===== config.mk =====
export PLATFORM = sky130hd
export DESIGN_NAME = twowire_eeprom_slave
export DESIGN_NICKNAME = d
export VERILOG_FILES = /design/src/rtl/tw_pkg.sv /design/src/rtl/tw_line_watch.sv /design/src/rtl/tw_page_buf.sv /design/src/rtl/tw_store.sv /design/src/rtl/tw_slave_fsm.sv /design/src/rtl/twowire_eeprom_slave.sv
export SDC_FILE = /design/constraint.sdc
export NUM_CORES = 2
export LEC_CHECK = 0
export BUFFER_PORTS_ARGS = -buffer_cell sky130_fd_sc_hd__clkbuf_2
export CAP_MARGIN = 20
export CORE_MARGIN = 3
export CORE_UTILIZATION = 43
export CTS_CLUSTER_SIZE = 28
export DETAILED_ROUTE_END_ITERATION = 16
export SYNTH_ARGS = -nofsm -noshare
export SYNTH_HDL_FRONTEND = slang
export SYNTH_SLANG_ARGS = --single-unit

===== constraint.sdc =====
create_clock -name clk -period 8.4 [get_ports clk]
set_input_delay 1.68 -clock clk [delete_from_list [all_inputs] [get_ports clk]]
set_output_delay 1.68 -clock clk [all_outputs]
set_load 0.01 [all_outputs]

===== src/rtl/tw_pkg.sv =====
package tw_pkg;
  localparam int BYTE_W = 8;
  localparam int ADDR_W = 8;
  localparam logic [6:0] DEV_CODE = 7'b1010000;

  typedef enum logic [2:0] {
    PH_IDLE,
    PH_CTRL,
    PH_ADDR,
    PH_WDATA,
    PH_RDATA,
    PH_MUTE
  } phase_t;
endpackage


===== src/rtl/tw_line_watch.sv =====
module tw_line_watch (
  input  logic clk,
  input  logic rst_n,
  input  logic scl_in,
  input  logic sda_in,
  output logic start_o,
  output logic stop_o,
  output logic rise_o,
  output logic fall_o
);
  logic scl_q, sda_q;

  always_ff @(posedge clk or negedge rst_n) begin
    if (!rst_n) begin
      scl_q <= 1'b1;
      sda_q <= 1'b1;
    end else begin
      scl_q <= scl_in;
      sda_q <= sda_in;
    end
  end

  // SDA edges are only conditions when SCL stayed high across the sample pair
  assign start_o = scl_q & scl_in & sda_q & ~sda_in;
  assign stop_o  = scl_q & scl_in & ~sda_q & sda_in;
  assign rise_o  = ~scl_q & scl_in;
  assign fall_o  = scl_q & ~scl_in;
endmodule


===== src/rtl/tw_page_buf.sv =====
module tw_page_buf
  import tw_pkg::*;
#(
  parameter int PAGE_W = 3
) (
  input  logic                              clk,
  input  logic                              rst_n,
  input  logic                              clear_i,
  input  logic                              wr_i,
  input  logic [PAGE_W-1:0]                 idx_i,
  input  logic [BYTE_W-1:0]                 din_i,
  output logic [(1<<PAGE_W)-1:0][BYTE_W-1:0] data_o,
  output logic [(1<<PAGE_W)-1:0]            mask_o
);
  localparam int SLOTS = 1 << PAGE_W;

  for (genvar k = 0; k < SLOTS; k++) begin : g_slot
    always_ff @(posedge clk or negedge rst_n) begin
      if (!rst_n) begin
        data_o[k] <= '0;
        mask_o[k] <= 1'b0;
      end else if (clear_i) begin
        mask_o[k] <= 1'b0;
      end else if (wr_i && idx_i == PAGE_W'(k)) begin
        data_o[k] <= din_i;
        mask_o[k] <= 1'b1;
      end
    end

    // a write to a slot leaves it marked and holding the newest byte
    a_r5_slot_overwrite: assert property (@(posedge clk) disable iff (!rst_n)
      (wr_i && !clear_i && idx_i == PAGE_W'(k)) |=> (mask_o[k] && data_o[k] == $past(din_i)));
  end
endmodule


===== src/rtl/tw_store.sv =====
module tw_store
  import tw_pkg::*;
#(
  parameter int PAGE_W    = 3,
  parameter int WR_CYCLES = 2000
) (
  input  logic                              clk,
  input  logic                              rst_n,
  input  logic                              commit_i,
  input  logic [ADDR_W-PAGE_W-1:0]          page_i,
  input  logic [(1<<PAGE_W)-1:0][BYTE_W-1:0] pdata_i,
  input  logic [(1<<PAGE_W)-1:0]            pmask_i,
  input  logic [ADDR_W-1:0]                 raddr_i,
  output logic [BYTE_W-1:0]                 rdata_o,
  output logic                              busy_o
);
  localparam int DEPTH = 1 << ADDR_W;
  localparam int SLOTS = 1 << PAGE_W;
  localparam int CNT_W = $clog2(WR_CYCLES + 1);

  logic [BYTE_W-1:0] mem [DEPTH];
  logic [CNT_W-1:0]  cnt;

  always_ff @(posedge clk or negedge rst_n) begin
    if (!rst_n) begin
      for (int a = 0; a < DEPTH; a++) mem[a] <= '0;
    end else if (commit_i) begin
      for (int k = 0; k < SLOTS; k++)
        if (pmask_i[k]) mem[{page_i, PAGE_W'(k)}] <= pdata_i[k];
    end
  end

  always_ff @(posedge clk or negedge rst_n) begin
    if (!rst_n)          cnt <= '0;
    else if (commit_i)   cnt <= CNT_W'(WR_CYCLES);
    else if (cnt != '0)  cnt <= cnt - 1'b1;
  end

  assign busy_o  = (cnt != '0);
  assign rdata_o = mem[raddr_i];

  // the front end never asks for a commit while a write cycle runs
  a_r7_no_commit_while_busy: assert property (@(posedge clk) disable iff (!rst_n)
    commit_i |-> !busy_o);
endmodule


===== src/rtl/tw_slave_fsm.sv =====
module tw_slave_fsm
  import tw_pkg::*;
#(
  parameter int PAGE_W = 3
) (
  input  logic                     clk,
  input  logic                     rst_n,
  input  logic                     start_i,
  input  logic                     stop_i,
  input  logic                     rise_i,
  input  logic                     fall_i,
  input  logic                     sda_i,
  input  logic                     wren_i,
  input  logic                     busy_i,
  input  logic [BYTE_W-1:0]        rdata_i,
  output logic                     sda_pull_o,
  output logic [ADDR_W-1:0]        ptr_o,
  output logic                     buf_clear_o,
  output logic                     buf_wr_o,
  output logic [PAGE_W-1:0]        buf_idx_o,
  output logic [BYTE_W-1:0]        buf_din_o,
  output logic                     commit_o,
  output logic [ADDR_W-PAGE_W-1:0] page_o
);
  phase_t            phase;
  logic [3:0]        bitcnt;
  logic [BYTE_W-1:0] shreg;
  logic [ADDR_W-1:0] ptr;
  logic              rw, pull, we_ok, have_data, active;

  assign active = (phase == PH_CTRL) || (phase == PH_ADDR) ||
                  (phase == PH_WDATA) || (phase == PH_RDATA);

  always_ff @(posedge clk or negedge rst_n) begin
    if (!rst_n) begin
      phase     <= PH_IDLE;
      bitcnt    <= '0;
      shreg     <= '0;
      ptr       <= '0;
      rw        <= 1'b0;
      pull      <= 1'b0;
      we_ok     <= 1'b0;
      have_data <= 1'b0;
    end else if (start_i) begin
      phase     <= PH_CTRL;
      bitcnt    <= '0;
      pull      <= 1'b0;
      we_ok     <= wren_i;
      have_data <= 1'b0;
    end else if (stop_i) begin
      phase     <= PH_IDLE;
      bitcnt    <= '0;
      pull      <= 1'b0;
      we_ok     <= 1'b0;
      have_data <= 1'b0;
    end else begin
      we_ok <= we_ok & wren_i;
      if (active && rise_i) begin
        if (bitcnt < 4'd8) begin
          bitcnt <= bitcnt + 4'd1;
          if (phase != PH_RDATA) shreg <= {shreg[BYTE_W-2:0], sda_i};
        end else if (bitcnt == 4'd9 && phase == PH_RDATA && sda_i) begin
          phase <= PH_MUTE;
        end
      end else if (active && fall_i) begin
        if (bitcnt == 4'd8) begin
          bitcnt <= 4'd9;
          case (phase)
            PH_CTRL: begin
              if (shreg[BYTE_W-1:1] == DEV_CODE && !busy_i) begin
                pull <= 1'b1;
                rw   <= shreg[0];
              end else begin
                phase <= PH_MUTE;
              end
            end
            PH_ADDR: pull <= 1'b1;
            PH_WDATA: begin
              pull      <= 1'b1;
              have_data <= 1'b1;
              ptr       <= {ptr[ADDR_W-1:PAGE_W], ptr[PAGE_W-1:0] + 1'b1};
            end
            default: pull <= 1'b0;
          endcase
        end else if (bitcnt == 4'd9) begin
          bitcnt <= '0;
          pull   <= 1'b0;
          case (phase)
            PH_CTRL: begin
              if (rw) begin
                phase <= PH_RDATA;
                shreg <= rdata_i;
                ptr   <= ptr + 1'b1;
                pull  <= ~rdata_i[BYTE_W-1];
              end else begin
                phase <= PH_ADDR;
              end
            end
            PH_ADDR: begin
              ptr   <= shreg;
              phase <= PH_WDATA;
            end
            PH_RDATA: begin
              shreg <= rdata_i;
              ptr   <= ptr + 1'b1;
              pull  <= ~rdata_i[BYTE_W-1];
            end
            default: ;
          endcase
        end else if (phase == PH_RDATA && bitcnt != 4'd0) begin
          pull  <= ~shreg[BYTE_W-2];
          shreg <= {shreg[BYTE_W-2:0], 1'b0};
        end
      end
    end
  end

  assign sda_pull_o  = pull;
  assign ptr_o       = ptr;
  assign buf_clear_o = start_i | stop_i;
  assign buf_wr_o    = fall_i & ~start_i & ~stop_i & (phase == PH_WDATA) & (bitcnt == 4'd8);
  assign buf_idx_o   = ptr[PAGE_W-1:0];
  assign buf_din_o   = shreg;
  assign page_o      = ptr[ADDR_W-1:PAGE_W];
  assign commit_o    = stop_i & (phase == PH_WDATA) & have_data & we_ok & wren_i & ~busy_i;

  // SDA is free in the clock after a stop
  a_r1_stop_releases: assert property (@(posedge clk) disable iff (!rst_n)
    stop_i |=> !sda_pull_o);

  // the page part of the pointer holds while data bytes are collected
  a_r4_page_upper_fixed: assert property (@(posedge clk) disable iff (!rst_n)
    (phase == PH_WDATA) |=> $stable(ptr[ADDR_W-1:PAGE_W]));

  // an ignored or finished transfer never drives the line
  a_r10_mute_released: assert property (@(posedge clk) disable iff (!rst_n)
    (phase == PH_MUTE) |-> !sda_pull_o);
endmodule


===== src/rtl/twowire_eeprom_slave.sv =====
module twowire_eeprom_slave
  import tw_pkg::*;
#(
  parameter int PAGE_W    = 3,
  parameter int WR_CYCLES = 2000
) (
  input  logic clk,
  input  logic rst_n,
  input  logic scl_in,
  input  logic sda_in,
  input  logic wren_in,
  output logic sda_pull
);
  localparam int SLOTS = 1 << PAGE_W;

  logic start_evt, stop_evt, scl_rise, scl_fall;
  logic buf_clear, buf_wr, commit, busy;
  logic [PAGE_W-1:0]          buf_idx;
  logic [BYTE_W-1:0]          buf_din, rdata;
  logic [ADDR_W-1:0]          ptr;
  logic [ADDR_W-PAGE_W-1:0]   page;
  logic [SLOTS-1:0][BYTE_W-1:0] pdata;
  logic [SLOTS-1:0]           pmask;

  tw_line_watch u_watch (
    .clk(clk), .rst_n(rst_n), .scl_in(scl_in), .sda_in(sda_in),
    .start_o(start_evt), .stop_o(stop_evt), .rise_o(scl_rise), .fall_o(scl_fall)
  );

  tw_slave_fsm #(.PAGE_W(PAGE_W)) u_fsm (
    .clk(clk), .rst_n(rst_n),
    .start_i(start_evt), .stop_i(stop_evt), .rise_i(scl_rise), .fall_i(scl_fall),
    .sda_i(sda_in), .wren_i(wren_in), .busy_i(busy), .rdata_i(rdata),
    .sda_pull_o(sda_pull), .ptr_o(ptr),
    .buf_clear_o(buf_clear), .buf_wr_o(buf_wr), .buf_idx_o(buf_idx), .buf_din_o(buf_din),
    .commit_o(commit), .page_o(page)
  );

  tw_page_buf #(.PAGE_W(PAGE_W)) u_buf (
    .clk(clk), .rst_n(rst_n), .clear_i(buf_clear), .wr_i(buf_wr),
    .idx_i(buf_idx), .din_i(buf_din), .data_o(pdata), .mask_o(pmask)
  );

  tw_store #(.PAGE_W(PAGE_W), .WR_CYCLES(WR_CYCLES)) u_store (
    .clk(clk), .rst_n(rst_n), .commit_i(commit), .page_i(page),
    .pdata_i(pdata), .pmask_i(pmask), .raddr_i(ptr), .rdata_o(rdata), .busy_o(busy)
  );

  // no acknowledge or data drive while the write cycle runs
  a_r7_silent_while_busy: assert property (@(posedge clk) disable iff (!rst_n)
    busy |-> !sda_pull);

  // programming is only ever launched by a stop condition
  a_r6_commit_on_stop: assert property (@(posedge clk) disable iff (!rst_n)
    commit |-> stop_evt);
endmodule


==> results.md <==
- # hold bufs at CTS: 0
- Area inside the core boundary: 225000 um^2
- Clock period minus worst slack: 5.19 ns
- Category of the worst setup path capture point: flip-flop
- Adder and majority gate portion of the synthesized area: 0.128%
- Total clock sinks: 2160
- Die area: 233000 um^2
- Final setup slack of the worst path: 3.21 ns
- Worst setup skew after layout: 0.0559 ns
- Synth Cell Area: 97700 um^2
- Peak-usage layer in the global routing report: met2
- Largest net degree at the start of global routing: 166
- Multiplexer fraction of the synthesized cell area: 36.4%
- Final-report max-slew violation count: 0
- Detailed placement HPWL: 215000 um
- Number of enable flip-flop cells after synthesis: 0
- Nets: 6508
- ANT nets after route: 0
- Xor-xnor portion of the synthesized cell area: 0.0717%
- Post-placement setup slack: 2.73 ns
- Synthesis warning total: 0
- Achievable clock frequency: 193 MHz
- Crit start category: flip-flop
- Post-CTS setup-driven buffer insertion count: 0
- Complex-gate fraction of the synthesized area: 3.17%
- Sequential cell area fraction in the yosys report: 55.3%
- Crit path max fanout: 32
- Drt initial violations: 9361
- Buffers from clock root to sink, at most: 3
- Leftover overflow at the end of global routing: 0
- Number of detailed-route iterations in the first pass: 8
- Relative area change from synthesis to final layout: 11.4%
- Wire length of the first global-routing pass: 513000 um
- Share of final-layout standard cells stronger than drive strength 1: 43.9%
- Global-route met2 utilization: 46.4%
- Finish-stage setup viols: 0
- Total of flip-flops plus latches after synthesis: 2160
- CP Data Required Time: 9.17 ns
- Pwr Density: 195 nW/um^2
- Synth async-reset ratio: 100%
- Peak supply drop: 0.206 mV
- Data arrival time of the critical path: 5.96 ns
- Clock transition at the registers of the reported paths: 0.06 ns
- LEAKAGE: 53.7 nW
- RSZ-0062 raised after global routing: no
- Worst-Skew Late Latency: 0.88 ns
- Total CTS buffers: 223
- Path class of the lowest-slack min-delay path: reg2reg
- Initial Util: 43.4%
- Post-Synthesis Net Count: 6565
- Transition at the pin with the smallest max-transition slack: 1.37 ns
- Die span in y: 483 um
- Number of top-level pins: 6
- Fin Setup TNS: 0 ns
- Filler Cell Count: 19400
- Number of gates resized after CTS: 0
- Vias per Instance: 6.64
- Clock root buffer master: sky130_fd_sc_hd__clkbuf_16
- Chip Width: 483 um
- Share of synthesized cell area in and, or, nand and nor gates: 3.08%
- Met1 routing resource usage after global routing: 43.6%
- Global routing usage summed across all routing layers: 31.6%
- Final-report hold violation count: 0
- Residual DRC: 0
- Worst setup path category: reg2reg
- Level count of the clock H-tree: 4
- Initial antenna violation count: 79
- Number of global-route vias before repair: 63800
- Most used flip-flop cell after synthesis: sky130_fd_sc_hd__dfrtp_1
- Gate count after technology mapping: 6550
- Met3 track utilization from global routing: 8.51%
- Mean routed wirelength per cell: 38.0 um
- Final critical-path share of the clock period: 61.7%
- Placement row count: 174
- Number of library cell types mapped by synthesis: 65
- Max-capacitance violation count: 0
- Number of port buffers: 5
- Remaining max-slew budget at the tightest pin: 8.26%
- Largest family of logic cells by synthesized area: multiplexers
- Average cell area after synthesis: 14.9 um^2
- Run status: finished, final reports clean
- Final Wtd Congestion: 0.915
- Clock tree from TritonCTS: done
- DRT Wirelength: 369000 um
- Overall via count from detail_route: 64500
## worst paths after layout
check	start	end	slack, ns	cells past startpoint
worst max register to register	u_fsm.ptr_o[1]	u_fsm.buf_din_o[4]	3.21	9
max in group asynchronous	rst_n	u_store.mem[576]	5.32	3
worst max-delay path	u_fsm.ptr_o[1]	u_fsm.buf_din_o[4]	3.21	9
worst min register to register	u_store.cnt[8]	u_store.cnt[8]	0.47	1
min in group asynchronous	rst_n	u_store.mem[1341]	0.88	1
worst min-delay path	u_store.cnt[8]	u_store.cnt[8]	0.47	1
## worst max-delay path, stage by stage (launching register included)
cell and delay, ns:
sky130_fd_sc_hd__dfrtp_4 0.85, sky130_fd_sc_hd__buf_4 0.59, sky130_fd_sc_hd__nor2b_4 0.75, sky130_fd_sc_hd__buf_4 0.67
sky130_fd_sc_hd__nand2_1 0.23, sky130_fd_sc_hd__a32oi_1 0.25, sky130_fd_sc_hd__a21oi_1 0.17, sky130_fd_sc_hd__a211oi_1 0.99
sky130_fd_sc_hd__o211ai_1 0.22, sky130_fd_sc_hd__o21a_1 0.24
## cells in the final DEF, fill, tap and decap left out, types with 23 or more instances in the layout
cell type	instances
sky130_fd_sc_hd__dfrtp_1	2083
sky130_fd_sc_hd__mux2_2	1917
sky130_fd_sc_hd__mux4_2	405
sky130_fd_sc_hd__nand2_1	399
sky130_fd_sc_hd__mux2i_1	262
sky130_fd_sc_hd__clkbuf_16	224
sky130_fd_sc_hd__mux2_1	200
sky130_fd_sc_hd__a22oi_1	140
sky130_fd_sc_hd__buf_4	135
sky130_fd_sc_hd__nand3_1	83
sky130_fd_sc_hd__nor2_1	78
sky130_fd_sc_hd__a21oi_1	74
sky130_fd_sc_hd__dfrtp_2	69
sky130_fd_sc_hd__clkbuf_1	64
sky130_fd_sc_hd__clkbuf_8	55
sky130_fd_sc_hd__diode_2	44
sky130_fd_sc_hd__o21ai_0	42
sky130_fd_sc_hd__clkinv_2	36
sky130_fd_sc_hd__nand4_1	30
sky130_fd_sc_hd__a221oi_1	23
## power breakdown
part           switching [mW]  internal (mW)
sequential              0.107           10.4
clock                    4.35           5.66
combinational           0.490          0.187
## cell type report
cell class / count / area, um^2 / share of cell area [%]
Antenna cell: 44 / 110 / 0.101
Clock buffer: 343 / 6600 / 6.06
Clock inverter: 65 / 738 / 0.678
Inverter: 13 / 51.3 / 0.0471
Multi-Input combinational cell: 3931 / 42000 / 38.6
Sequential cell: 2160 / 54200 / 49.7
Tap cell: 2992 / 3740 / 3.44
Timing Repair Buffer: 164 / 1490 / 1.37
## cells by family after synthesis
family / count (synthesis)
fa+ha+maj: 10
compound gates: 441
mux: 2784
buf+inv: 459
flops: 2160
xor+xnor: 8
simple gates: 688
## Yosys cell counts, types with 30 or more instances
cell type / count / area, um^2
sky130_fd_sc_hd__a21oi_1: 74 / 370
sky130_fd_sc_hd__clkbuf_1: 327 / 1230
sky130_fd_sc_hd__a22oi_1: 140 / 1050
sky130_fd_sc_hd__mux2_2: 1917 / 21600
sky130_fd_sc_hd__mux2i_1: 262 / 2620
sky130_fd_sc_hd__nand3_1: 84 / 420
sky130_fd_sc_hd__buf_1: 70 / 263
sky130_fd_sc_hd__buf_2: 49 / 245
sky130_fd_sc_hd__mux2_1: 200 / 2250
sky130_fd_sc_hd__nand2_1: 399 / 1500
sky130_fd_sc_hd__mux4_2: 405 / 9120
sky130_fd_sc_hd__nor2_1: 84 / 315
sky130_fd_sc_hd__dfrtp_1: 2158 / 54000
sky130_fd_sc_hd__nand4_1: 30 / 188
sky130_fd_sc_hd__o21ai_0: 42 / 210
## routing by layer
metal / vias to the layer above / wire (um)
met5: - / 75
met4: 12 / 18700
met3: 897 / 40300
met2: 3946 / 163000
met1: 35200 / 147000
li1: 24400 / -
## state kept, by name (all words and copies together), names as in the netlist
register	cells
u_watch.scl_q	1
u_store.cnt	11
u_fsm.bitcnt	4
u_fsm.we_ok	1
u_buf.data_o	64
u_fsm.have_data	1
u_buf.mask_o	8
u_store.mem	2048
u_fsm.phase	3
u_fsm.rw	1
u_fsm.buf_din_o	8
u_watch.sda_q	1
u_fsm.sda_pull_o	1
u_fsm.ptr_o	8
## through the flow
step | instance area, um^2 | hold slack [ns] | instances | utilization, % | power, mW
after global placement | 101000 | 0.455 | 9254 | 45.0 | 11.4
after CTS | 109000 | 0.471 | 9663 | 48.2 | 21.3
after detailed placement | 101000 | 0.459 | 9255 | 45.0 | 11.4
final | 109000 | 0.474 | 9712 | 48.3 | 21.2
after global routing | 109000 | 0.493 | 9671 | 48.3 | 21.8
after floorplan | 97700 | 0.433 | 6550 | - | 11.0
No activity file was read; power rests on OpenSTA's default activity.
